File: config.mk
export PLATFORM = sky130hd
export DESIGN_NAME = addr_sink_latch
export DESIGN_NICKNAME = d
export VERILOG_FILES = /design/src/rtl/addr_sink_latch.sv
export SDC_FILE = /design/constraint.sdc
export NUM_CORES = 1
export LEC_CHECK = 0
export ABC_AREA = 1
export BUFFER_PORTS_ARGS = -buffer_cell sky130_fd_sc_hd__buf_2
export CAP_MARGIN = 20
export CORE_MARGIN = 3
export CORE_UTILIZATION = 25
export DETAILED_ROUTE_END_ITERATION = 16
export HOLD_SLACK_MARGIN = 0.12
export PLACE_DENSITY_LB_ADDON = 0.25
export SYNTH_ARGS = -nofsm -noshare
export SYNTH_HDL_FRONTEND = slang
export SYNTH_SLANG_ARGS = --single-unit
File: constraint.sdc
create_clock -name clk -period 1.2 [get_ports clk]
set_input_delay 0.12 -clock clk [delete_from_list [all_inputs] [get_ports clk]]
set_output_delay 0.12 -clock clk [all_outputs]
set_load 0.01 [all_outputs]
File: src/rtl/addr_sink_latch.sv
module addr_sink_latch #(
  parameter int N_OUT = 8,
  localparam int AW = $clog2(N_OUT)
) (
  input  logic             clk,
  input  logic             rst_n,
  input  logic             clr_n,
  input  logic             en_n,
  input  logic [AW-1:0]    addr,
  input  logic             din,
  output logic [N_OUT-1:0] sink_on,
  output logic [N_OUT-1:0] pin_lvl
);

  logic [N_OUT-1:0] cells;
  logic [N_OUT-1:0] dec_vec;

  wire mode_latch  =  clr_n && !en_n;
  wire mode_decode = !clr_n && !en_n;
  wire mode_wipe   = !clr_n &&  en_n;

  always_ff @(posedge clk or negedge rst_n) begin
    if (!rst_n)
      cells <= '0;
    else if (mode_wipe)
      cells <= '0;
    else if (mode_latch)
      cells[addr] <= din;
  end

  always_comb begin
    dec_vec = '0;
    dec_vec[addr] = din;
  end

  assign sink_on = mode_decode ? dec_vec :
                   mode_wipe   ? '0      : cells;
  assign pin_lvl = ~sink_on;

endmodule


==> results.md, run 1 <==
* Status: finished, final reports clean
* Critical path arrival at 1000 ps
* Port bufs at 23
* Final period util at 0.936
* Post-synth ARST share at 1.00
* Clk pin slew, worst setup/hold paths at around 50 ps
* Initial core utilization at 0.267
* CP endpoint kind: output pin
* Worst slew pin tran at 227 ps
* Die span in y at 57.9 um
* Area contributors post-synth: dfrtp_1 (30%), nand2_1 (28%), nor2_1 (6.1%)
* Hold Crit Class: primary input to register
* Post-route ant nets at 0
* Biggest regs: cells: 8 flops
* CTS Buffer Depth at 2
* Syn Inst Count at around 120
* CTS tree: done
* Layout Cells excl Fill at roughly 180
* Max-Cap Viols at 0
* Vias at 768
* CP Launch Point: clr_n
* HP Start: din
* DRC viols at 0
* Post-Syn Area per Cell at 5.81 um^2
* Die X at 57.9 um
* Via density at 4.39
* Largest net degree at the start of global routing at 12
* Max reg flops at 8
* Rows at 18
* H-Tree Depth at 1
* RSZ-0062 raised after global routing: false
* Minimum clock period at 1120 ps
* Number of global-route vias before repair at 685
* GPL Wtd Cong at just over 0.8
* Initial DRC Count at 15
* Initial antenna violation count at 0
* FF-to-FF Start: cells[2]
* Synth top cells by count: nand2_1 (50), nor2_1 (11), inv_1 (10)
* Count leader, synth: nand2_1
* Layout Area Growth over Synthesis at 34.1%
* Setup WS pre-CTS at 59.5 ps
* Post-synthesis sequential area ratio at 0.297
* First-pass GRT wire length at 2.93 mm
* Setup Crit Path Kind: primary input to output pin
* Worst VDD drop at ~520 uV
* # clock sinks at 8
* Reg2reg setup slack at 570 ps
* Sequential Area at 200 um^2
* Yosys reg bits at 8
* Cell Pwr Density at between 900 and 1000 nW/um^2
* Final TNS setup at 0 ps
* Post-synth cell types at 15
* Routed len/inst at about 9.8 um
* Cells after DPL at 171
* Cts bufs inserted at 3
* Critical path fanouts, max at 3
* Final Max Tran Viols at 0
* Final setup violating endpoints at 0
* Clock latency on the worst-skew pair at 250 ps
* DIE AREA at 3360 um^2
* Worst setup margin at 77.2 ps
* Io pins at 24
* Hold slack at 158 ps
* WL final at between 1.5 and 2 mm
* DRT Pass-1 Iters at 4
* Syn Nets at 126
* Worst rel slew slack at 0.848
* Filler cell count at 283
* Core Util, Final at 0.359
* Hold Fails Final Rpt at 0
* Synth warn at 0
* Leakage at 0.499 nW
* Crit path required time at 1080 ps
* Type of origin of the critical path: primary input
* Share of the synthesized area in the top cell type at 0.297
* Antenna diode count at 0
* Core area at 2520 um^2
* Dpl hpwl at 1.34 mm
* F_max at 891 MHz
* Synth Flop Type: dfrtp_1
* Multi-input gate area at ~400 um^2
* Final #Nets at between 150 and 200
* Final worst clock skew at 0 ps
* Ratio of cells with drive above 1 in the final layout at 0.338
* Gr ovfl total at 0
* Synthesized area at 674 um^2
* Top reg by flops: cells
* Post-synth top area cell: dfrtp_1
* CTS root buf: clkbuf_4
* Post-synth EDFFs at 0
* Total track usage at 0.114
-- power breakdown --
| part | internal, mW | leakage, nW | total, mW | switching (mW) |
|---|---|---|---|---|
| clock | 0.115 | 0.0138 | 0.209 | 0.0941 |
| combinational | 0.114 | 0.377 | 0.296 | 0.182 |
| sequential | 0.301 | 0.108 | 0.318 | 0.0172 |
-- kinds of logic after synthesis --
kind of cell,count (synthesis),synth area share
and+or+nand+nor,74,0.453
AOI/OAI and AO/OA,12,0.100
adders and majority gates,2,0.0371
DFF,8,0.297
buffers and inverters,20,0.113
-- final timing paths --
path	depth (start not counted)	endpoint
max	9	pin_lvl[7]
min	3	cells[0]
max reg2reg	2	cells[2]
min reg2reg	2	cells[1]
max in group asynchronous	2	cells[0]
min in group asynchronous	2	cells[6]
-- layout by cell type, fill, tap and decap left out, drive strengths merged --
cell         instances
nand2               50
buf                 27
inv                 18
nor2                14
nand3                8
dfrtp                8
o21ai                7
a21oi                5
clkbuf               3
nand4                2
ha                   2
dlygate4sd3          1
-- what timing repair did --
action / in CTS / in global routing
hold buffers: 1 / 0
gates resized for setup: 0 / 10
endpoints found under the setup margin: 0 / 10
setup buffers: 0 / 0
endpoints found under the hold margin: 8 / 0
-- metrics by stage --
| stage | total power, mW | instance area, um^2 |
|---|---|---|
| finish | 0.823 | 905 |
| global route | 0.898 | 905 |
| CTS | 0.819 | 881 |
| detailed placement | 0.604 | 848 |
| global placement | 0.600 | 848 |
| floorplan | 0.492 | 674 |
-- critical path, cell delays in order --
cell     delay, ps
buf_2           70
inv_1           40
ha_1           230
nor2_4         130
buf_6          120
nand2_1         40
nand2_1         90
inv_2           30
buf_2          130
-- layer usage --
layer	wire length, um	global-route usage	vias up
met2	798	0.182	17
met4	14	0.0397	0
met5	0	0	-
met3	106	0.0401	2
met1	796	0.141	334
li1	-	-	415
-- cell type report --
class | instances | area share
inverters | 18 | 0.0775
clock buffers | 3 | 0.0249
repair buffers | 28 | 0.180
multi-input cells | 88 | 0.455
flip-flops and latches | 8 | 0.221
well taps | 30 | 0.0415
No activity file was read; power rests on OpenSTA's default activity.
==> run 2, diff against run 1 <==
Settings changed: BUFFER_PORTS_ARGS -buffer_cell sky130_fd_sc_hd__buf_2 to unset, DONT_BUFFER_PORTS set to 1, PLACE_DENSITY_LB_ADDON 0.25 to 0.2, SKIP_LAST_GASP set to 1.
==> run 2 against run 1 <==
Flip-flop and latch count stayed put. Critical path depth is 5 lower. Count of clock-buffer cells in the layout stayed put. Core utilization is 0.89 points lower. Combinational power is 6% lower. Sequential share of layout area is 0.57 points higher. Register-to-register slack worse by 70 ps.
==> results.md, run 2 (synthesis results as in run 1) <==
* Status: finished, final reports clean
* Most frequent cells in the layout: nand2_1 (50), buf_4 (12), inv_2 (11)
* Critical path fanouts, max at 2
* Post-Layout Inst Area at 882 um^2
* First-pass GRT wire length at roughly 3.2 mm
* Initial antenna violation count at 0
* Number of global-route vias before repair at 673
* Met3 usage at 0.0468
* Initial core utilization at 0.267
* Final #Nets at 147
* Gr ovfl total at 0
* Routed len/inst at 11.3 um
* Biggest regs: cells: 8 flops
* Logic pwr share at 0.344
* Core area at 2520 um^2
* Met2 Usage GRT at 0.200
* Ratio of cells with drive above 1 in the final layout at 0.244
* Clk pin slew, worst setup/hold paths at 60 ps
* Placed cell area at 778 um^2
* Leakage at around 0.47 nW
* Layout Area Growth over Synthesis at 30.8%
* Reg2reg setup slack at roughly 500 ps
* Clock latency on the worst-skew pair at ~250 ps
* Worst rel slew slack at 0.709
* Antenna diode count at 0
* Routing usage on met1 at 0.154
* Total track usage at 0.122
* CP Launch Point: cells[4]
* Critical path arrival at 1030 ps
* Setup Crit Path Kind: register to output pin
* Core Util, Final at 0.350
* Io pins at 24
* WL final at around 1.9 mm
* Worst setup margin at approximately 54 ps
* CTS Buffer Depth at 2
* Hold Fails Final Rpt at 0
* FF-to-FF Start: cells[6]
* CTS root buf: clkbuf_4
* Max reg flops at 8
* Critical Path Sink: pin_lvl[4]
* Worst slew pin tran at 434 ps
* Initial DRC Count at 8
* DRC viols at 0
* CTS tree: done
* DRT Pass-1 Iters at 4
* Port bufs at 0
* F_max at 873 MHz
* Post-route ant nets at 0
* Setup WS pre-CTS at about 130 ps
* NetSw at 282 uW
* Via density at between 4 and 5
* Final Max Tran Viols at 0
* Die span in y at just under 60 um
* Final worst clock skew at 0 ps
* Worst VDD drop at between 400 and 500 uV
* # clock sinks at 8
* Crit path required time at 1080 ps
* Top reg by flops: cells
* DIE AREA at roughly 3400 um^2
* Cell internal pwr at ~530 uW
* Total power draw at 808 uW
* Rows at 18
* Commonest non-fill, non-tap cell in the layout: nand2_1
* Dpl hpwl at 1.39 mm
* Hold slack at 149 ps
* Worst R2R Path Depth at 3
* CP endpoint kind: output pin
* Share of power burned in registers at 0.395
* Vias at 748
* GPL Wtd Cong at 0.768
* Cell Pwr Density at 916 nW/um^2
* Hold Crit Class: primary input to register
* Largest net degree at the start of global routing at 12
* Clk pwr share at 0.261
* Switching Fraction at 0.349
* Minimum clock period at 1150 ps
* Final setup violating endpoints at 0
* H-Tree Depth at 1
* Die X at 57.9 um
* Type of origin of the critical path: register
* Cts bufs inserted at 3
* Max-Cap Viols at 0
* R2r endpoint: cells[6]
* Final period util at 0.955
* Most Crowded Layer GR: met2
-- run 2: power groups by stage --
| stage | registers (mW) | logic (mW) | clock network [mW] |
|---|---|---|---|
| after floorplan | 0.317 | 0.175 | 0 |
| after global placement | 0.322 | 0.243 | 0 |
| after detailed placement | 0.321 | 0.245 | 0 |
| after CTS | 0.317 | 0.268 | 0.222 |
| after global routing | 0.322 | 0.311 | 0.240 |
| final | 0.319 | 0.278 | 0.211 |
-- run 2: area by class of cell --
type                            count  area, um^2
Multi-Input combinational cell     88         404
Timing Repair Buffer               18         150
Sequential cell                     8         200
Fill cell                         291        1640
Tap cell                           30        37.5
Clock buffer                        3        22.5
Inverter                           18        67.6
-- run 2: how the worst min path moves through the flow --
stage,start,to,slack (ps),cells after the start
after floorplan,rst_n,cells[0],-180,0
after global placement,rst_n,cells[1],-180,0
after detailed placement,rst_n,cells[1],-180,0
after CTS,addr[0],cells[7],140,5
after global routing,addr[2],cells[6],160,4
final,addr[0],cells[7],150,5
-- run 2: layer usage --
layer	wire, um	part of all wire
met5	0	0
met4	15	0.0080
met3	68	0.036
met2	913	0.49
met1	874	0.47
-- run 2: what timing repair did --
action,CTS,global route
hold endpoints to repair,11,0
buffers inserted,0,2
endpoints found under the setup margin,0,4
hold buffers,6,0
resized for setup,0,5
-- run 2: critical path: stages (launching register included) --
cell and delay [ps]:
dfrtp_1 380, inv_2 60, nor2_1 40, a21oi_1 140, buf_4 140
-- run 2: per-stage QoR --
step	setup TNS [ps]	cells
finish	0	165
global route	-2.43	165
CTS	0	163
detailed placement	0	154
global placement	0	154
floorplan	0	116
==> run 3, diff against run 2 <==
Settings changed: CELL_PAD_IN_SITES_DETAIL_PLACEMENT set to 1, CELL_PAD_IN_SITES_GLOBAL_PLACEMENT set to 1, GPL_ROUTABILITY_DRIVEN set to 0, HOLD_SLACK_MARGIN 0.12 to 0.05.
==> run 3 against run 2 <==
Wire length up 8.9%. Total power up 1.7%. Cell count down 1.2%. Die area unchanged. Combinational power up 3%. Largest cell class unchanged. Worst hold slack worse by 84 ps. Non-clock buffer count down 2. Count of clock-buffer cells in the layout unchanged. Critical path depth down 1. Fmax up 0.84%. Clock power up 3%.
==> results.md, run 3 (synthesis results as in run 1) <==
* Post-Layout Inst Area at 867 um^2
* Most frequent cells in the layout: nand2_1 (50), buf_4 (13), inv_2 (10), nor2_1 (10)
* Worst rel slew slack at 0.723
* Cts bufs inserted at 3
* Final #Nets at 145
* CTS tree: done
* Placed cell area at 771 um^2
* Largest net degree at the start of global routing at 11
* Rows at 18
* Layout Cells excl Fill at 163
* Clk pin slew, worst setup/hold paths at about 60 ps
* Vias at about 740
* Setup Crit Path Kind: register to output pin
* Total track usage at 0.142
* RSZ-0062 raised after global routing: true
* Initial DRC Count at 13
* DRC viols at 0
* Critical path arrival at 1020 ps
* Antenna diode count at 0
* Status: finished, final reports clean
* Routed len/inst at 12.5 um
* Core Util, Final at 0.344
* Max reg flops at 8
* Cell internal pwr at 527 uW
* Share of power burned in registers at 0.388
* Final worst clock skew at 0 ps
* Logic pwr share at 0.347
* Leakage at 0.459 nW
* WL final at 2.04 mm
* Critical path fanouts, max at 2
* # clock sinks at 8
* Final setup violating endpoints at 0
* Switching Fraction at 0.358
* Clock latency on the worst-skew pair at 260 ps
* DRT Pass-1 Iters at 3
* Type of origin of the critical path: register
* Number of global-route vias before repair at 815
* Ratio of cells with drive above 1 in the final layout at 0.256
* Layout Area Growth over Synthesis at 28.6%
* Max-Cap Viols at 0
* Die X at 57.9 um
* Hold Crit Class: primary input to register
* H-Tree Depth at 1
* Core area at between 2000 and 3000 um^2
* Hold slack at 65.6 ps
* Cells after DPL at 153
* Commonest non-fill, non-tap cell in the layout: nand2_1
* Cell Pwr Density at 947 nW/um^2
* Final Max Tran Viols at 0
* Biggest regs: cells: 8 flops
* DIE AREA at roughly 3400 um^2
* Final period util at 0.947
* Worst VDD drop at 528 uV
* Io pins at 24
* Initial antenna violation count at 0
* Gr ovfl total at 0
* Worst slew pin tran at approximately 410 ps
* Clk pwr share at 0.266
* CTS Buffer Depth at 2
* CP endpoint kind: output pin
* Post-route ant nets at 0
* NetSw at 294 uW
* Crit path required time at 1080 ps
* Minimum clock period at 1140 ps
* Port bufs at 0
* CTS root buf: clkbuf_4
* Initial core utilization at 0.267
* Via density at ~4.5
* Final TNS setup at 0 ps
* First-pass GRT wire length at 3.71 mm
* F_max at 880 MHz
* Die span in y at approximately 58 um
* Dpl hpwl at between 1.5 and 2 mm
* Top reg by flops: cells
* Hold Fails Final Rpt at 0
==> run 3: cell count changes in the layout (fill, tap and decap cells not counted) <==
cell           change
buf_4              +1
nor2_2             -1
nor2_4             +1
inv_2              -1
inv_4              +1
dlygate4sd3_1      -3
==> run 3: per-stage QoR <==
step / setup WS [ps] / power (mW)
2_1_floorplan: 188 / 0.492
3_3_place_gp: 100 / 0.561
3_5_place_dp: 40.1 / 0.566
4_1_cts: 35.5 / 0.803
5_1_grt: -18.6 / 0.888
6_report: 63.9 / 0.821
==> run 3: per-layer routing <==
metal,part of all wire,global-route usage
met2,0.51,0.234
met4,0.0069,0.0298
met5,0,0
met1,0.41,0.175
met3,0.071,0.0579
==> run 3: worst paths after layout <==
path / start / to / slack, ps / depth (start not counted)
max: cells[5] / pin_lvl[5] / 60 / 3
min: addr[0] / cells[0] / 70 / 3
max reg2reg: cells[3] / cells[3] / 480 / 3
min reg2reg: cells[7] / cells[7] / 480 / 2
max in group asynchronous: rst_n / cells[1] / 690 / 1
min in group asynchronous: rst_n / cells[3] / 230 / 1
==> run 3: critical path: stages, from the launching register on <==
cell	delay (ps)
dfrtp_1	380
inv_1	70
nor2_1	50
a21oi_1	260
==> run 3: layout make-up <==
type	count	area (um^2)
fill	329	1660
tap	30	37.5
timing repair buffer	16	128
multi-input combinational	88	409
clock buffer	3	22.5
sequential	8	200
inverter	18	70.1
==> run 3: power groups by stage <==
stage	sequential, mW	clock [mW]	combinational (mW)
after floorplan	0.317	0	0.175
after global placement	0.321	0	0.240
after detailed placement	0.321	0	0.245
after CTS	0.316	0.226	0.261
after global routing	0.324	0.237	0.327
final	0.318	0.218	0.285
==> run 3: repair_timing <==
item,4_1_cts,5_1_grt
setup endpoints to repair,0,4
setup buffers,0,4
hold endpoints to repair,10,0
resized for setup,0,7
hold buffers,3,0
